$ cat src/rtl/trc_pkg.sv
package trc_pkg;
  localparam int unsigned NCOND  = 4;
  localparam int unsigned CODE_W = 8;

  // condition bit positions in the mask
  localparam int unsigned B_STALL  = 0;
  localparam int unsigned B_RETIRE = 1;
  localparam int unsigned B_WBUSY  = 2;
  localparam int unsigned B_WDONE  = 3;

  localparam logic [CODE_W-1:0] CODE_S = 8'h53;
  localparam logic [CODE_W-1:0] CODE_E = 8'h45;
  localparam logic [CODE_W-1:0] CODE_U = 8'h55;
  localparam logic [CODE_W-1:0] CODE_V = 8'h56;

  // priority: retire > stall > wipe done > wipe busy
  function automatic logic [CODE_W-1:0] code_of(input logic [NCOND-1:0] m);
    if (m[B_RETIRE])      return CODE_E;
    else if (m[B_STALL])  return CODE_S;
    else if (m[B_WDONE])  return CODE_V;
    else if (m[B_WBUSY])  return CODE_U;
    else                  return '0;
  endfunction
endpackage

$ cat src/rtl/trc_cycle_ctr.sv
module trc_cycle_ctr #(
  parameter int unsigned CYC_W = 64
) (
  input  logic             clk_i,
  input  logic             rst_ni,
  output logic [CYC_W-1:0] count_o
);
  logic [CYC_W-1:0] cnt_q;

  always_ff @(posedge clk_i) begin
    if (!rst_ni) cnt_q <= '0;
    else         cnt_q <= cnt_q + 1'b1;
  end

  assign count_o = cnt_q;

  AST_CYCLE_STEP: assert property (@(posedge clk_i) disable iff (!rst_ni)
    $past(rst_ni) |-> cnt_q == $past(cnt_q) + 1'b1);
endmodule

$ cat src/rtl/trc_cond_decode.sv
module trc_cond_decode
  import trc_pkg::*;
(
  input  logic              stall_i,
  input  logic              retire_i,
  input  logic              wipe_busy_i,
  input  logic              wipe_done_i,
  output logic [NCOND-1:0]  mask_o,
  output logic              any_o,
  output logic              multi_o,
  output logic              insn_evt_o,
  output logic [CODE_W-1:0] code_o
);
  localparam int unsigned CNT_W = $clog2(NCOND + 1);

  logic [CNT_W-1:0] hits;

  always_comb begin
    mask_o           = '0;
    mask_o[B_STALL]  = stall_i;
    mask_o[B_RETIRE] = retire_i;
    mask_o[B_WBUSY]  = wipe_busy_i;
    mask_o[B_WDONE]  = wipe_done_i;
  end

  always_comb begin
    hits = '0;
    for (int i = 0; i < NCOND; i++) hits = hits + CNT_W'(mask_o[i]);
  end

  assign any_o      = |mask_o;
  assign multi_o    = hits > CNT_W'(1);
  assign code_o     = code_of(mask_o);
  assign insn_evt_o = (code_o == CODE_S) || (code_o == CODE_E);

  always_comb begin
    if (any_o) begin
      AST_CODE_LEGAL: assert (code_o == CODE_S || code_o == CODE_E ||
                              code_o == CODE_U || code_o == CODE_V);
    end
  end
endmodule

$ cat src/rtl/trc_stall_track.sv
module trc_stall_track #(
  parameter int unsigned PC_W = 32
) (
  input  logic            clk_i,
  input  logic            rst_ni,
  input  logic            stall_i,
  input  logic            retire_i,
  input  logic [PC_W-1:0] pc_i,
  output logic            mismatch_o
);
  logic            pend_q;
  logic [PC_W-1:0] pc_q;

  always_ff @(posedge clk_i) begin
    if (!rst_ni) begin
      pend_q <= 1'b0;
      pc_q   <= '0;
    end else if (retire_i) begin
      pend_q <= 1'b0;
    end else if (stall_i && !pend_q) begin
      pend_q <= 1'b1;
      pc_q   <= pc_i;
    end
  end

  assign mismatch_o = retire_i && pend_q && (pc_i != pc_q);

  AST_PEND_AFTER_STALL: assert property (@(posedge clk_i) disable iff (!rst_ni)
    (stall_i && !retire_i) |=> pend_q);
  AST_PEND_CLEARED: assert property (@(posedge clk_i) disable iff (!rst_ni)
    retire_i |=> !pend_q);
endmodule

$ cat src/rtl/trc_hdr_enc.sv
module trc_hdr_enc
  import trc_pkg::*;
#(
  parameter int unsigned PC_W   = 32,
  parameter int unsigned INSN_W = 32,
  parameter int unsigned CYC_W  = 64
) (
  input  logic              clk_i,
  input  logic              rst_ni,
  input  logic              stall_i,
  input  logic              retire_i,
  input  logic              wipe_busy_i,
  input  logic              wipe_done_i,
  input  logic [PC_W-1:0]   pc_i,
  input  logic [INSN_W-1:0] insn_i,
  output logic              rec_valid_o,
  output logic [CODE_W-1:0] rec_code_o,
  output logic              rec_err_o,
  output logic [NCOND-1:0]  rec_cond_o,
  output logic [PC_W-1:0]   rec_pc_o,
  output logic [INSN_W-1:0] rec_insn_o,
  output logic [CYC_W-1:0]  rec_cycle_o
);
  logic [CYC_W-1:0]  cyc;
  logic [NCOND-1:0]  mask;
  logic              any, multi, insn_evt, mismatch;
  logic [CODE_W-1:0] code;

  trc_cycle_ctr #(.CYC_W(CYC_W)) u_ctr (
    .clk_i   (clk_i),
    .rst_ni  (rst_ni),
    .count_o (cyc)
  );

  trc_cond_decode u_dec (
    .stall_i     (stall_i),
    .retire_i    (retire_i),
    .wipe_busy_i (wipe_busy_i),
    .wipe_done_i (wipe_done_i),
    .mask_o      (mask),
    .any_o       (any),
    .multi_o     (multi),
    .insn_evt_o  (insn_evt),
    .code_o      (code)
  );

  trc_stall_track #(.PC_W(PC_W)) u_trk (
    .clk_i      (clk_i),
    .rst_ni     (rst_ni),
    .stall_i    (stall_i),
    .retire_i   (retire_i),
    .pc_i       (pc_i),
    .mismatch_o (mismatch)
  );

  always_ff @(posedge clk_i) begin
    if (!rst_ni || !any) begin
      rec_valid_o <= 1'b0;
      rec_code_o  <= '0;
      rec_err_o   <= 1'b0;
      rec_cond_o  <= '0;
      rec_pc_o    <= '0;
      rec_insn_o  <= '0;
      rec_cycle_o <= '0;
    end else begin
      rec_valid_o <= 1'b1;
      rec_code_o  <= code;
      rec_err_o   <= multi || mismatch;
      rec_cond_o  <= mask;
      rec_pc_o    <= insn_evt ? pc_i   : '0;
      rec_insn_o  <= insn_evt ? insn_i : '0;
      rec_cycle_o <= cyc;
    end
  end

  AST_REC_FOLLOWS_INPUT: assert property (@(posedge clk_i) disable iff (!rst_ni)
    (stall_i || retire_i || wipe_busy_i || wipe_done_i) |=> rec_valid_o);
  AST_IDLE_ZERO: assert property (@(posedge clk_i) disable iff (!rst_ni)
    !rec_valid_o |-> (rec_code_o == '0 && !rec_err_o && rec_cond_o == '0 &&
                      rec_pc_o == '0 && rec_insn_o == '0 && rec_cycle_o == '0));
  AST_WIPE_NO_PAYLOAD: assert property (@(posedge clk_i) disable iff (!rst_ni)
    (rec_valid_o && (rec_code_o == CODE_U || rec_code_o == CODE_V))
      |-> (rec_pc_o == '0 && rec_insn_o == '0));
  AST_MULTI_FLAGS: assert property (@(posedge clk_i) disable iff (!rst_ni)
    ($countones(rec_cond_o) > 1) |-> rec_err_o);
endmodule

$ cat config.mk
export PLATFORM = sky130hd
export DESIGN_NAME = trc_hdr_enc
export DESIGN_NICKNAME = d
export VERILOG_FILES = /design/src/rtl/trc_pkg.sv /design/src/rtl/trc_cycle_ctr.sv /design/src/rtl/trc_cond_decode.sv /design/src/rtl/trc_stall_track.sv /design/src/rtl/trc_hdr_enc.sv
export SDC_FILE = /design/constraint.sdc
export NUM_CORES = 1
export LEC_CHECK = 0
export BUFFER_PORTS_ARGS = -buffer_cell sky130_fd_sc_hd__buf_2
export CAP_MARGIN = 20
export CELL_PAD_IN_SITES_DETAIL_PLACEMENT = 2
export CELL_PAD_IN_SITES_GLOBAL_PLACEMENT = 2
export CORE_ASPECT_RATIO = 1.2
export CORE_MARGIN = 1.5
export CORE_UTILIZATION = 30
export CTS_BUF_LIST = sky130_fd_sc_hd__clkbuf_4
export DETAILED_ROUTE_END_ITERATION = 7
export GPL_TIMING_DRIVEN = 0
export HOLD_SLACK_MARGIN = 0.1
export PLACE_DENSITY = 0.89
export SLEW_MARGIN = 20
export SYNTH_ARGS = -nofsm -noshare
export SYNTH_HDL_FRONTEND = slang
export SYNTH_SLANG_ARGS = --single-unit
export TNS_END_PERCENT = 50
$ cat constraint.sdc
create_clock -name clk_i -period 1.86 [get_ports clk_i]
set_input_delay 0 -clock clk_i [delete_from_list [all_inputs] [get_ports clk_i]]
set_output_delay 0 -clock clk_i [all_outputs]
set_load 0.02 [all_outputs]
[Word-level counts from Yosys, hierarchy flattened]
Index checks and enable logic that the tools add are counted.
Operators by class
  $add $sub $neg: 4
  multipliers: 0
  div/mod/pow operators: 0
  magnitude comparators: 1
  equality and inequality tests: 3
  shifts and indexed selects: 0
  muxes and demuxes: 5
  bitwise logic cells: 3
  reductions and logical operators: 13
Operators with widths (count)
  $add A64 B1 Y64 const B: 1
  $ne A32 B32 Y1: 1
  $mux W8: 3
  $eq A8 B7 Y1 const B: 2
  $mux W7: 1
  $add A3 B1 Y3: 2
  $reduce_or A2 Y1: 2
  $reduce_or A4 Y1: 1
  $gt A3 B1 Y1 const B: 1
  $logic_and A1 B1 Y1: 3
  $logic_not A1 Y1: 3
  $logic_or A1 B1 Y1: 3
  $not A1 Y1: 3
  $add A1 B1 Y2: 1
  $reduce_and A2 Y1: 1
  $mux W1: 1
Word-level totals
  flip-flop bits (word level): 239
  latch bits: 0
  bits in writable memories: 0
  memory bits (read-only): 0
  bits of input ports: 70
  output and inout bits: 142
  logic and storage cells: 39
  memories: 0

[Longest topological paths before layout]
  word-level depth: 8
  mapped depth: 7
  depth with buffers taken out: 6

[By module]
A second synthesis with hierarchy kept.
Unflattened totals
  cell total of the unflattened synthesis: 874
  area total of the unflattened synthesis: 8824.7 sq um
Modules (own cells, without submodules)
  trc_hdr_enc: instances 1, cells an instance 321, area each 4071.4 sq um, sequential area each 2842.7 sq um
  trc_cycle_ctr: instances 1, cells an instance 341, area each 2894.0 sq um, sequential area each 1281.2 sq um
  trc_stall_track: instances 1, cells an instance 188, area each 1701.6 sq um, sequential area each 660.6 sq um
  trc_cond_decode: instances 1, cells an instance 24, area each 157.7 sq um, sequential area each 0.0 sq um

[Worst setup path before layout]
Ideal clock, no wire load.
  kind: reg-to-reg
  start: reg u_ctr.cnt_q[0] (netlist: u_ctr.count_o[0])
  end: reg u_ctr.cnt_q[24] (netlist: u_ctr.count_o[24])
  setup time: 0.128 ns
  arrival time: 1.897 ns
  required time: 1.732 ns
  path slack: -0.165 ns
  stages on the path, launching flop included: 7
  clock period less this slack: 2.025 ns
  path through: dfxtp_1 ha_1 nand4_2 or4_1 or4_1 xnor2_1 nor2_1
Between the ends
  word-level cells in the longest chain between the ends: 1
RTL lines
  start: declaration: line trc_cycle_ctr.sv:8  | logic [CYC_W-1:0] cnt_q;
  start signal: assignment: line trc_cycle_ctr.sv:12  | else cnt_q <= cnt_q + 1'b1;
  $add A64 B1 Y64: line trc_cycle_ctr.sv:12
No other way between the ends.
A chain may end at the register's enable or synchronous reset.

[Final worst setup path]
  start: reg u_ctr.cnt_q[0] (netlist: u_ctr.count_o[0])
  end: reg u_ctr.cnt_q[58] (netlist: u_ctr.count_o[58])
The elaborated chain is that of the path after synthesis.

==> flow_summary.rst <==
.. list-table::
   :header-rows: 1

   * - Metric
     - Value
   * - Outcome
     - finished with violations
   * - Failing checks
     - setup timing
   * - Overall routed net length
     - 40,600 µm
   * - Die area
     - 29,100 µm²
   * - P&R area growth vs syn
     - 55.1%
   * - Number of standard-cell rows in the floorplan
     - 67
   * - DPL Wire Length
     - 19,900 µm
   * - Count of non-filler cells in the finished layout
     - 1,747
   * - Cell leakage power
     - 0.00570 µW
   * - Cell types occupying the most area after synthesis
     - sky130_fd_sc_hd__dfxtp_1, sky130_fd_sc_hd__and2_1, sky130_fd_sc_hd__xnor2_1, sky130_fd_sc_hd__nand2_1, sky130_fd_sc_hd__a21oi_1
   * - Maximum number of pins on one net before global-route repair
     - 11
   * - Synthesis Warnings
     - 0
   * - Max IR drop VDD
     - 0.000446 V
   * - Post-route setup slack
     - -0.262 ns
   * - Reg-to-reg setup timing slack
     - -0.26 ns
   * - Final weighted congestion in routability-driven placement
     - 0.801
   * - Final hold violation count
     - 0
   * - Number of different library cells in the post-synthesis netlist
     - 44
   * - Arr. time, crit path
     - 2.70 ns
   * - PortBufs
     - 208
   * - Clock transition time at the flip-flop clock pins of the worst setup and hold paths
     - 0.09 ns
   * - Number of cells in the design after placement
     - 1,449
   * - Antenna Nets Post-Route
     - 0
   * - CTS sink count
     - 236
   * - Number of global-route vias before repair
     - 9,605
   * - Post-route total power
     - 11,500 µW
   * - Vias per cell
     - 4.85
   * - Deepest clock path buffer count
     - 3
   * - Area of the core region
     - 27,800 µm²
   * - Share of synthesized area occupied by flip-flops and latches
     - 0.560
   * - Post-Route Utilization
     - 0.470
   * - Power density of the placed cells
     - 877 nW/µm²
   * - CP max FO
     - 6
   * - CP max stage cell
     - sky130_fd_sc_hd__nor4_4
   * - Remaining Overflow, GRT
     - 0
   * - Total I/O pin count
     - 212
   * - TritonCTS clock tree
     - done
   * - Final-layout worst hold slack
     - 0.163 ns
   * - Async set-or-reset flop fraction in the synthesized netlist
     - 0
   * - Cell area after technology mapping
     - 8440 µm²
   * - Max frequency
     - 0.471 GHz
   * - Fin Clk Skew
     - 0.101 ns
   * - Initial Utilization
     - 0.303
   * - Category of cells accounting for the largest share of critical-path delay
     - simple AND/OR/NAND/NOR gates
   * - WL per Instance
     - 23.2 µm
   * - Die height
     - 187 µm
   * - Type of the worst setup path
     - reg -> reg
   * - Setup slack after placement
     - -0.622 ns
   * - CP max stage delay
     - 0.49 ns
   * - Cell type with the largest total area after synthesis
     - sky130_fd_sc_hd__dfxtp_1
   * - DR iter-0 viols
     - 349
   * - Number of synthesized register bits
     - 236
   * - Fin. max-slew vios
     - 0
   * - Maximum level of the CTS H-tree
     - 3
   * - Wire length of the first global-routing pass
     - 57,500 µm
   * - DRC viols
     - 0
   * - Number of vias in the routed layout
     - 8,475
   * - Number of nets in the layout
     - 1,390
   * - Total setup violations reported at the end of the flow
     - 31
   * - Required time reported for the critical path endpoint
     - 2.43 ns
   * - Final critical delay including setup and external delays
     - 2.12 ns
   * - Chip Width
     - 156 µm
   * - Number of buffers created by CTS
     - 67
   * - Most frequent cells in the layout
     - sky130_fd_sc_hd__buf_2, sky130_fd_sc_hd__dfxtp_1, sky130_fd_sc_hd__and2_1
   * - Post-synth EDFFs
     - 0
   * - Fraction of layout cells with a size suffix above 1
     - 0.361
   * - Mean instance size in the synthesized netlist
     - 9.81 µm²
   * - Area share of the largest cell type after synthesis
     - 0.560
   * - Classification of the worst-slack hold path
     - in -> reg
   * - Max-slew headroom at the worst pin
     - 0.427
   * - Gate count of the mapped netlist
     - 860
   * - Initial antenna violation count
     - 2
   * - Crit-path cells
     - ha_4, nand4_4, nor4_4, nand4_1, o21ai_0, a21oi_1
   * - Number of buffers and inverters on the critical path
     - 0
   * - Aggregate global-route resource usage
     - 0.260
   * - Clock latency of the later-clocked register in the worst-skew pair
     - 0.72 ns
   * - Cell at the root of the clock tree
     - sky130_fd_sc_hd__clkbuf_4
   * - Most common library cell in the layout ignoring fill and taps
     - sky130_fd_sc_hd__buf_2
   * - CP Capture Type
     - register
   * - Number of detailed-route iterations in the first pass
     - 4
   * - Type of element launching the critical path
     - register
   * - Slew at the pin closest to its max-slew limit
     - 0.860 ns
   * - Max Cap Violations
     - 0
   * - Period utilization
     - 1.14
   * - Dominant register cell in the synthesized netlist
     - sky130_fd_sc_hd__dfxtp_1
   * - Setup repair after global routing missed its margin
     - true
## cell families after synthesis
family                   after synthesis  synth area share
AO/OA/AOI/OAI                         90            0.0589
AND/OR/NAND/NOR                      411             0.280
XOR/XNOR                              69            0.0716
other                                  1          0.000444
buffers and inverters                 49            0.0233
adder cells (fa/ha/maj)                4           0.00593
flip-flops                           236             0.560
## metal layers
metal  vias up  GRT usage  routed length [µm]
li1       3841          -                   -
met1      4190      0.263               14800
met2       327      0.496               22000
met3       117     0.0560                2010
met4         0      0.122                1810
met5         -          0                   0
## stage by stage
step,setup TNS (ns),area [µm²]
2_1_floorplan,-0.0145,8480
3_3_place_gp,-26.95,9990
3_5_place_dp,-37.81,9990
4_1_cts,-4.90,12600
5_1_grt,-5.57,13100
6_report,-3.30,13100
## final cells by class
cell class	count	area [µm²]
Clock inverter	31	203
Tap cell	379	474
Antenna cell	2	5.00
Multi-Input combinational cell	577	3970
Fill cell	2937	14700
Timing Repair Buffer	387	2750
Buffer	37	168
Sequential cell	236	4820
Clock buffer	88	661
Inverter	10	37.5
## path summary, 6_finish.rpt
| path | from | to | cells after the start |
|---|---|---|---|
| setup / recovery | u_ctr.count_o[0]$_SDFF_PN0_ | u_ctr.count_o[58]$_SDFF_PN0_ | 6 |
| hold / removal | pc_i[5] | u_trk.pc_q[5]$_SDFFE_PN0P_ | 4 |
| setup reg to reg | u_ctr.count_o[0]$_SDFF_PN0_ | u_ctr.count_o[58]$_SDFF_PN0_ | 6 |
| hold reg to reg | u_trk.pc_q[30]$_SDFFE_PN0P_ | u_trk.pc_q[30]$_SDFFE_PN0P_ | 2 |
## sequential cells by signal, indices dropped and copies added, names as in the netlist
register / flops
rec_pc_o: 32
rec_valid_o: 1
rec_cycle_o: 64
u_ctr.count_o: 64
rec_err_o: 1
rec_insn_o: 32
rec_code_o: 5
rec_cond_o: 4
u_trk.pc_q: 32
u_trk.pend_q: 1
## synthesized netlist by cell type, types with 2 or more instances
cell and instances:
sky130_fd_sc_hd__a21oi_1 57, sky130_fd_sc_hd__nand2_1 86, sky130_fd_sc_hd__nor2_1 43, sky130_fd_sc_hd__nand3b_1 2
sky130_fd_sc_hd__or3_1 15, sky130_fd_sc_hd__and4_1 6, sky130_fd_sc_hd__nor3_4 2, sky130_fd_sc_hd__dfxtp_1 236
sky130_fd_sc_hd__or4_1 7, sky130_fd_sc_hd__nand3_2 2, sky130_fd_sc_hd__nand3_1 29, sky130_fd_sc_hd__nor4_4 3
sky130_fd_sc_hd__o21a_1 5, sky130_fd_sc_hd__nand4b_1 4, sky130_fd_sc_hd__nor3_1 13, sky130_fd_sc_hd__nand4_1 32
sky130_fd_sc_hd__ha_1 4, sky130_fd_sc_hd__buf_4 3, sky130_fd_sc_hd__o21ai_0 18, sky130_fd_sc_hd__and3_1 9
sky130_fd_sc_hd__inv_1 10, sky130_fd_sc_hd__xnor2_1 47, sky130_fd_sc_hd__o31ai_1 5, sky130_fd_sc_hd__clkbuf_1 34
sky130_fd_sc_hd__and2_1 138, sky130_fd_sc_hd__nor4_1 7, sky130_fd_sc_hd__xor2_1 22, sky130_fd_sc_hd__nand4_2 5
## power by group
group / switching [µW] / leakage, µW / total [µW] / internal [µW]
Combinational: 575 / 0.00323 / 1020 / 443
Sequential: 81.4 / 0.00195 / 5240 / 5160
Clock: 2560 / 0.000516 / 5210 / 2650
## worst reg2reg max path, stage by stage (launching register included)
cell and delay, ns:
sky130_fd_sc_hd__dfxtp_4 0.39, sky130_fd_sc_hd__ha_4 0.16, sky130_fd_sc_hd__nand4_4 0.16, sky130_fd_sc_hd__nor4_4 0.49
sky130_fd_sc_hd__nand4_1 0.27, sky130_fd_sc_hd__o21ai_0 0.41, sky130_fd_sc_hd__a21oi_1 0.11
## timing repair
item / CTS / global route
gates resized for setup: 76 / 91
pin swaps: 21 / 35
endpoints found under the setup margin: 52 / 101
hold buffers: 126 / 1
hold endpoints to repair: 114 / 17
setup buffers: 29 / 24
No activity file was read; power rests on OpenSTA's default activity.
